<file path="config.mk">
export PLATFORM = sky130hd
export DESIGN_NAME = lsq_top
export DESIGN_NICKNAME = d
export VERILOG_FILES = /design/src/rtl/lsq_pkg.sv /design/src/rtl/lsq_skip_calc.sv /design/src/rtl/lsq_blank_calc.sv /design/src/rtl/lsq_top.sv
export SDC_FILE = /design/constraint.sdc
export NUM_CORES = 1
export LEC_CHECK = 0
export ABC_AREA = 0
export BUFFER_PORTS_ARGS = -buffer_cell sky130_fd_sc_hd__buf_2
export CAP_MARGIN = 20
export CELL_PAD_IN_SITES_DETAIL_PLACEMENT = 0
export CELL_PAD_IN_SITES_GLOBAL_PLACEMENT = 1
export CORE_MARGIN = 4
export CORE_UTILIZATION = 35
export CTS_CLUSTER_SIZE = 24
export DETAILED_ROUTE_END_ITERATION = 12
export GPL_ROUTABILITY_DRIVEN = 1
export GPL_TIMING_DRIVEN = 0
export PLACE_DENSITY_LB_ADDON = 0.1
export SYNTH_ARGS = -nofsm -noshare
export SYNTH_HDL_FRONTEND = slang
export SYNTH_SLANG_ARGS = --single-unit
</file>
<file path="constraint.sdc">
create_clock -name clk -period 21.8 [get_ports clk]
set_input_delay 4.36 -clock clk [delete_from_list [all_inputs] [get_ports clk]]
set_output_delay 4.36 -clock clk [all_outputs]
set_load 0.1 [all_outputs]
</file>
<file path="src/rtl/lsq_pkg.sv">
package lsq_pkg;

    localparam int N_VSTG = 4;
    localparam int N_HSTG = 6;
    localparam int EE_EXTRA_ROWS = 2;
    localparam int CHROMA_EXTRA_ROWS = 1;

    typedef enum logic [1:0] {
        KIND_PLANE8 = 2'd0,
        KIND_LUMA   = 2'd1,
        KIND_CHROMA = 2'd2
    } ch_kind_e;

    // row delay added by each vertical stage
    function automatic int vrow_delay(input int idx);
        case (idx)
            0:       return 2;
            1:       return 1;
            2:       return 3;
            default: return 15;
        endcase
    endfunction

    // cycle latency of each horizontal stage
    function automatic int hcyc_delay(input int idx);
        case (idx)
            0:       return 50;
            1:       return 62;
            2:       return 25;
            3:       return 25;
            4:       return 26;
            default: return 44;
        endcase
    endfunction

endpackage

</file>
<file path="src/rtl/lsq_skip_calc.sv">
module lsq_skip_calc
    import lsq_pkg::*;
#(
    parameter int NUM_CH = 5,
    parameter int SKIP_W = 16,
    parameter logic [2*NUM_CH-1:0] CH_KIND = 10'b10_01_10_01_00
) (
    input  logic [N_VSTG-1:0] vstage_en,
    input  logic [NUM_CH-1:0] ch_en,
    input  logic [NUM_CH-1:0] ee_en,
    output logic [SKIP_W-1:0] skip_o [NUM_CH],
    output logic [SKIP_W-1:0] min_skip_o,
    output logic              any_en_o
);

    logic [SKIP_W-1:0] base_rows;
    logic [NUM_CH-1:0] luma_mask;
    logic [NUM_CH-1:0] ee_eff;

    always_comb begin
        base_rows = '0;
        for (int i = 0; i < N_VSTG; i++) begin
            if (vstage_en[i]) begin
                base_rows = base_rows + SKIP_W'(vrow_delay(i));
            end
        end
    end

    for (genvar c = 0; c < NUM_CH; c++) begin : g_ch
        localparam logic [1:0] KIND = CH_KIND[2*c +: 2];
        assign luma_mask[c] = (KIND == KIND_LUMA);
        if (KIND == KIND_CHROMA) begin : g_chroma
            assign skip_o[c] = base_rows + SKIP_W'(CHROMA_EXTRA_ROWS);
        end else begin : g_other
            assign skip_o[c] = base_rows + (ee_eff[c] ? SKIP_W'(EE_EXTRA_ROWS) : '0);
        end
    end

    assign ee_eff = ee_en & luma_mask;

    always_comb begin
        min_skip_o = '1;
        any_en_o   = 1'b0;
        for (int c = 0; c < NUM_CH; c++) begin
            if (ch_en[c]) begin
                any_en_o = 1'b1;
                if (skip_o[c] < min_skip_o) begin
                    min_skip_o = skip_o[c];
                end
            end
        end
    end

endmodule

</file>
<file path="src/rtl/lsq_blank_calc.sv">
module lsq_blank_calc
    import lsq_pkg::*;
#(
    parameter int BLK_W = 16
) (
    input  logic [N_HSTG-1:0] hstage_en,
    input  logic              frame_mode,
    output logic [BLK_W-1:0]  min_blank_o
);

    logic [BLK_W-1:0] sum_c;
    logic [BLK_W-1:0] max_c;

    always_comb begin
        sum_c = '0;
        max_c = '0;
        for (int i = 0; i < N_HSTG; i++) begin
            if (hstage_en[i]) begin
                sum_c = sum_c + BLK_W'(hcyc_delay(i));
                if (BLK_W'(hcyc_delay(i)) > max_c) begin
                    max_c = BLK_W'(hcyc_delay(i));
                end
            end
        end
        min_blank_o = frame_mode ? max_c : sum_c;
    end

endmodule

</file>
<file path="src/rtl/lsq_top.sv">
module lsq_top
    import lsq_pkg::*;
#(
    parameter int NUM_CH   = 5,
    parameter int CNT_W    = 16,
    parameter int BLK_W    = 16,
    parameter int FREE_GAP = 4,
    parameter logic [2*NUM_CH-1:0] CH_KIND = 10'b10_01_10_01_00
) (
    input  logic              clk,
    input  logic              rst_n,
    input  logic              frame_start,
    input  logic              line_start,
    input  logic              frame_mode,
    input  logic [N_VSTG-1:0] vstage_en,
    input  logic [N_HSTG-1:0] hstage_en,
    input  logic [NUM_CH-1:0] ch_en,
    input  logic [NUM_CH-1:0] ee_en,
    input  logic [CNT_W-1:0]  frame_height,
    input  logic [BLK_W-1:0]  hblank_cfg,
    output logic              load_stb,
    output logic [NUM_CH-1:0] out_stb,
    output logic [BLK_W-1:0]  min_hblank,
    output logic              blank_viol
);

    localparam int GAP_W = (FREE_GAP > 1) ? $clog2(FREE_GAP + 1) : 1;
    localparam logic [CNT_W-1:0] CNT_MAX = '1;

    typedef struct packed {
        logic [CNT_W-1:0]  pulses;
        logic [CNT_W-1:0]  loaded;
        logic [GAP_W-1:0]  gap;
        logic              load;
        logic [NUM_CH-1:0] outs;
        logic [BLK_W-1:0]  minblk;
        logic              viol;
    } seq_state_t;

    seq_state_t state_d, state_q;

    logic [CNT_W-1:0] skip_c [NUM_CH];
    logic [CNT_W-1:0] min_skip_c;
    logic             any_en_c;
    logic [BLK_W-1:0] min_blank_c;

    logic [CNT_W-1:0] pulse_num_c;
    logic             room_c;
    logic             primed_c;
    logic             free_run_c;

    lsq_skip_calc #(
        .NUM_CH  (NUM_CH),
        .SKIP_W  (CNT_W),
        .CH_KIND (CH_KIND)
    ) u_skip (
        .vstage_en  (vstage_en),
        .ch_en      (ch_en),
        .ee_en      (ee_en),
        .skip_o     (skip_c),
        .min_skip_o (min_skip_c),
        .any_en_o   (any_en_c)
    );

    lsq_blank_calc #(
        .BLK_W (BLK_W)
    ) u_blank (
        .hstage_en   (hstage_en),
        .frame_mode  (frame_mode),
        .min_blank_o (min_blank_c)
    );

    always_comb begin
        state_d      = state_q;
        state_d.load = 1'b0;
        state_d.outs = '0;

        pulse_num_c = (state_q.pulses == CNT_MAX) ? state_q.pulses
                                                  : state_q.pulses + CNT_W'(1);
        room_c      = (state_q.loaded < frame_height);
        primed_c    = any_en_c && (state_q.pulses >= min_skip_c);
        free_run_c  = frame_mode && primed_c;

        if (frame_start) begin
            state_d.pulses = '0;
            state_d.loaded = '0;
            state_d.gap    = '0;
        end else begin
            if (line_start) begin
                state_d.pulses = pulse_num_c;
                for (int c = 0; c < NUM_CH; c++) begin
                    state_d.outs[c] = ch_en[c] && (pulse_num_c > skip_c[c]);
                end
                if (!free_run_c && room_c) begin
                    state_d.load = 1'b1;
                end
            end
            if (free_run_c && room_c) begin
                if (state_q.gap == '0) begin
                    state_d.load = 1'b1;
                    state_d.gap  = GAP_W'(FREE_GAP - 1);
                end else begin
                    state_d.gap  = state_q.gap - GAP_W'(1);
                end
            end
            if (state_d.load) begin
                state_d.loaded = state_q.loaded + CNT_W'(1);
            end
        end

        state_d.minblk = min_blank_c;
        state_d.viol   = (hblank_cfg < min_blank_c);
    end

    always_ff @(posedge clk) begin
        if (!rst_n) begin
            state_q <= '0;
        end else begin
            state_q <= state_d;
        end
    end

    assign load_stb   = state_q.load;
    assign out_stb    = state_q.outs;
    assign min_hblank = state_q.minblk;
    assign blank_viol = state_q.viol;

endmodule

</file>
==> results.md <==
- Min-Delay Path Class: flip-flop to flip-flop
- PD cells: 50.6 mW/mm^2
- Crit path kind: input port to flip-flop
- Initial Util: 0.355
- Gr ovfl total: 0
- Max incr delay on CP: 0.72 ns
- Fin Setup TNS: 0 ns
- Yosys top cell area share: 0.214
- Final Hold Vio Count: 0
- Die area: 0.0197 mm^2
- Worst reg-to-reg setup slack: 17.94 ns
- Sw Share: 0.406
- Buf/Inv on CP: 8
- Status: finished clean
- Residual DRC: 0
- Port Buffer Count: 66
- CP dominant cell by count: ha_1
- Sink Count: 53
- Drt wl/cell: 15.7 um
- Post_cts resized: 0
- Vias in the first global route: 5,552
- Die W: 140 um
- GR Util All Layers: 0.168
- Net Sw Power: 0.000142 W
- Crit path max-delay family: compound AO/OA/AOI/OAI gates
- First-pass GRT wire length: 27.3 mm
- EDFF count, synth: 0
- # Max-Cap Violations: 0
- Sequential cell area fraction in the yosys report: 0.173
- Final min period: 15.58 ns
- Die H: 140 um
- Sequential share of power: 0.288
- Top cells by count, synth: ha_1 (105), inv_1 (63), dfxtp_1 (53), nor2_1 (49), a21oi_1 (44)
- Num ports: 80
- Mapped Area: 0.00613 mm^2
- Routed Antenna Nets: 0
- TritonCTS clock tree: built
- Inserted Diodes: 0
- Distinct cells, synth: 72
- Share of cells above drive strength 1: 0.155
- Synth area leader: ha_1
- # setup viols final: 0
- Logic pwr share: 0.479
- Skew-Pair Late Insertion Delay: 0.31 ns
- Int Power: 0.000207 W
- Worst setup margin: 6.22 ns
- Synth Area per Inst: 7.95 um^2
- Max-slew violations: 0
- Synth area leaders: ha_1 (21%), dfxtp_1 (17%), inv_1 (3.9%)
- H-tree levels: 2
- Vias post-DR: 5,697
- Worst vdd ir: 0.0276 mV
- Hold-fix buffers, CTS: 0
- Largest net degree at the start of global routing: 17
- Core Box Area: 0.0172 mm^2
- Clock share of power: 0.233
- Iteration-0 DRC Markers: 290
- Num CTS Buffers: 5
- Row count: 48
- Clock transition at path regs: 0.07 ns
- Worst-path fanout max: 10
- Yosys warning total: 0
- First-pass DRT Iterations: 5
- Worst setup slack after placement: 5.94 ns
- Yosys reg bits: 53
- Clock skew: 0.00773 ns
- Initial antenna violation count: 0
- Post-synth top flop: dfxtp_1
- Data required, critical path: 22.03 ns
- Maximum buffer depth of the clock tree: 2
- Max Fclk: 64.2 MHz
- Vias per Instance: 5.29
- GPL Wtd Cong: 0.907
- Post-synthesis cell count: 771
- Crit path DAT: 15.81 ns
- Hpwl dp: 13.8 mm
- Fill cells: 1,796
- Worst Max-Slew Pin Slew: 0.868 ns
- Final Cycle Share: 0.715
- Setup bufs post-CTS: 0
- Count leader, synth: ha_1
- Static Leak: 3.25 nW
- Slew HR: 0.418
- Asr flop ratio synth: 0
- Routed Wire Length: 16.9 mm
- RSZ-0062 raised after global routing: no
- Worst path slowest cell: o311ai_0
- CTS root buffer: clkbuf_16
- CP Launch Type: input port
- Area delta synth->final: 12.7%
- # nets final: 1,013
- CP Capture Type: flip-flop
==> worst reg2reg max path, stage by stage (launching register included) <==
cell and delay (ns):
dfxtp_1 0.34, clkbuf_1 0.36, nand4_1 0.28, nor3_2 0.45
nand3_1 0.32, mux2_2 0.43, ha_1 0.33, nor2b_1 0.13
o21a_1 0.16, o21a_1 0.16, o21a_1 0.16, o21ai_0 0.14
a21oi_1 0.10, o211a_1 0.22, and2_1 0.17
==> state kept, by name, summed over array words and instances, names as in the netlist <==
register,count
out_stb,5
blank_viol,1
state_q,35
load_stb,1
min_hblank,11
==> layer usage <==
metal / vias up / global-route usage / part of all wire
li1: 2950 / - / -
met1: 2637 / 0.231 / 0.49
met2: 100 / 0.282 / 0.47
met3: 10 / 0.0219 / 0.035
met4: 0 / 0.0362 / 0.010
met5: - / 0 / 0
==> final timing paths <==
path	end	from	cells past startpoint
setup / recovery	state_q[36]	vstage_en[1]	47
hold / removal	state_q[41]	state_q[41]	2
setup reg to reg	out_stb[2]	state_q[45]	14
hold reg to reg	state_q[41]	state_q[41]	2
==> power groups by stage <==
stage               clock [W]  combinational, W  sequential (W)
floorplan                   0          0.000128        0.000104
global placement            0          0.000163        0.000103
detailed placement          0          0.000167        0.000103
CTS                 0.0000849          0.000168        0.000101
global route        0.0000888          0.000188        0.000101
finish              0.0000813          0.000167        0.000101
==> stage by stage <==
| step | total power (W) | instances | util | instance area (um^2) | hold WS, ns |
|---|---|---|---|---|---|
| after floorplan | 0.000231 | 778 | - | 6150 | 0.462 |
| after global placement | 0.000266 | 1069 | 0.392 | 6770 | 0.483 |
| after detailed placement | 0.000270 | 1069 | 0.392 | 6770 | 0.487 |
| after CTS | 0.000354 | 1077 | 0.401 | 6910 | 0.497 |
| after global routing | 0.000377 | 1077 | 0.401 | 6910 | 0.534 |
| final | 0.000349 | 1077 | 0.401 | 6910 | 0.503 |
==> cell type report <==
class	count	area, um^2	share of cell area
clock buffer	5	125	0.0181
buffer	52	297	0.0429
multi-input combinational	610	4560	0.660
clock inverter	3	17.5	0.00254
timing repair buffer	66	330	0.0478
sequential	53	1060	0.154
tap	225	282	0.0408
inverter	63	236	0.0342
==> cells by family after synthesis <==
kind of cell    count (synthesis)  synth area share
compound gates                188             0.207
xor+xnor                       38            0.0568
fa+ha+maj                     105             0.214
buf+inv                       115            0.0870
flops                          53             0.173
mux                            25            0.0443
other cells                     2           0.00123
simple gates                  245             0.216
==> cell usage in the layout (no fill, tap or decap), types with 10 or more instances in the layout <==
cell        n
a21o_1     16
nand3_1    27
mux2i_1    10
nor2_1     49
o21ai_0    38
buf_4      22
nand2b_1   13
ha_1      105
nor2b_1    15
a211oi_1   13
buf_2      69
mux2_2     10
a21oi_1    44
and3_1     13
xor2_1     15
nor3_1     10
xnor2_1    22
nand4_1    21
or3_1      10
inv_1      63
o21a_1     11
nand2_1    39
dfxtp_1    53
clkbuf_1   25
Note: power is estimated with default switching activity, not from simulation.
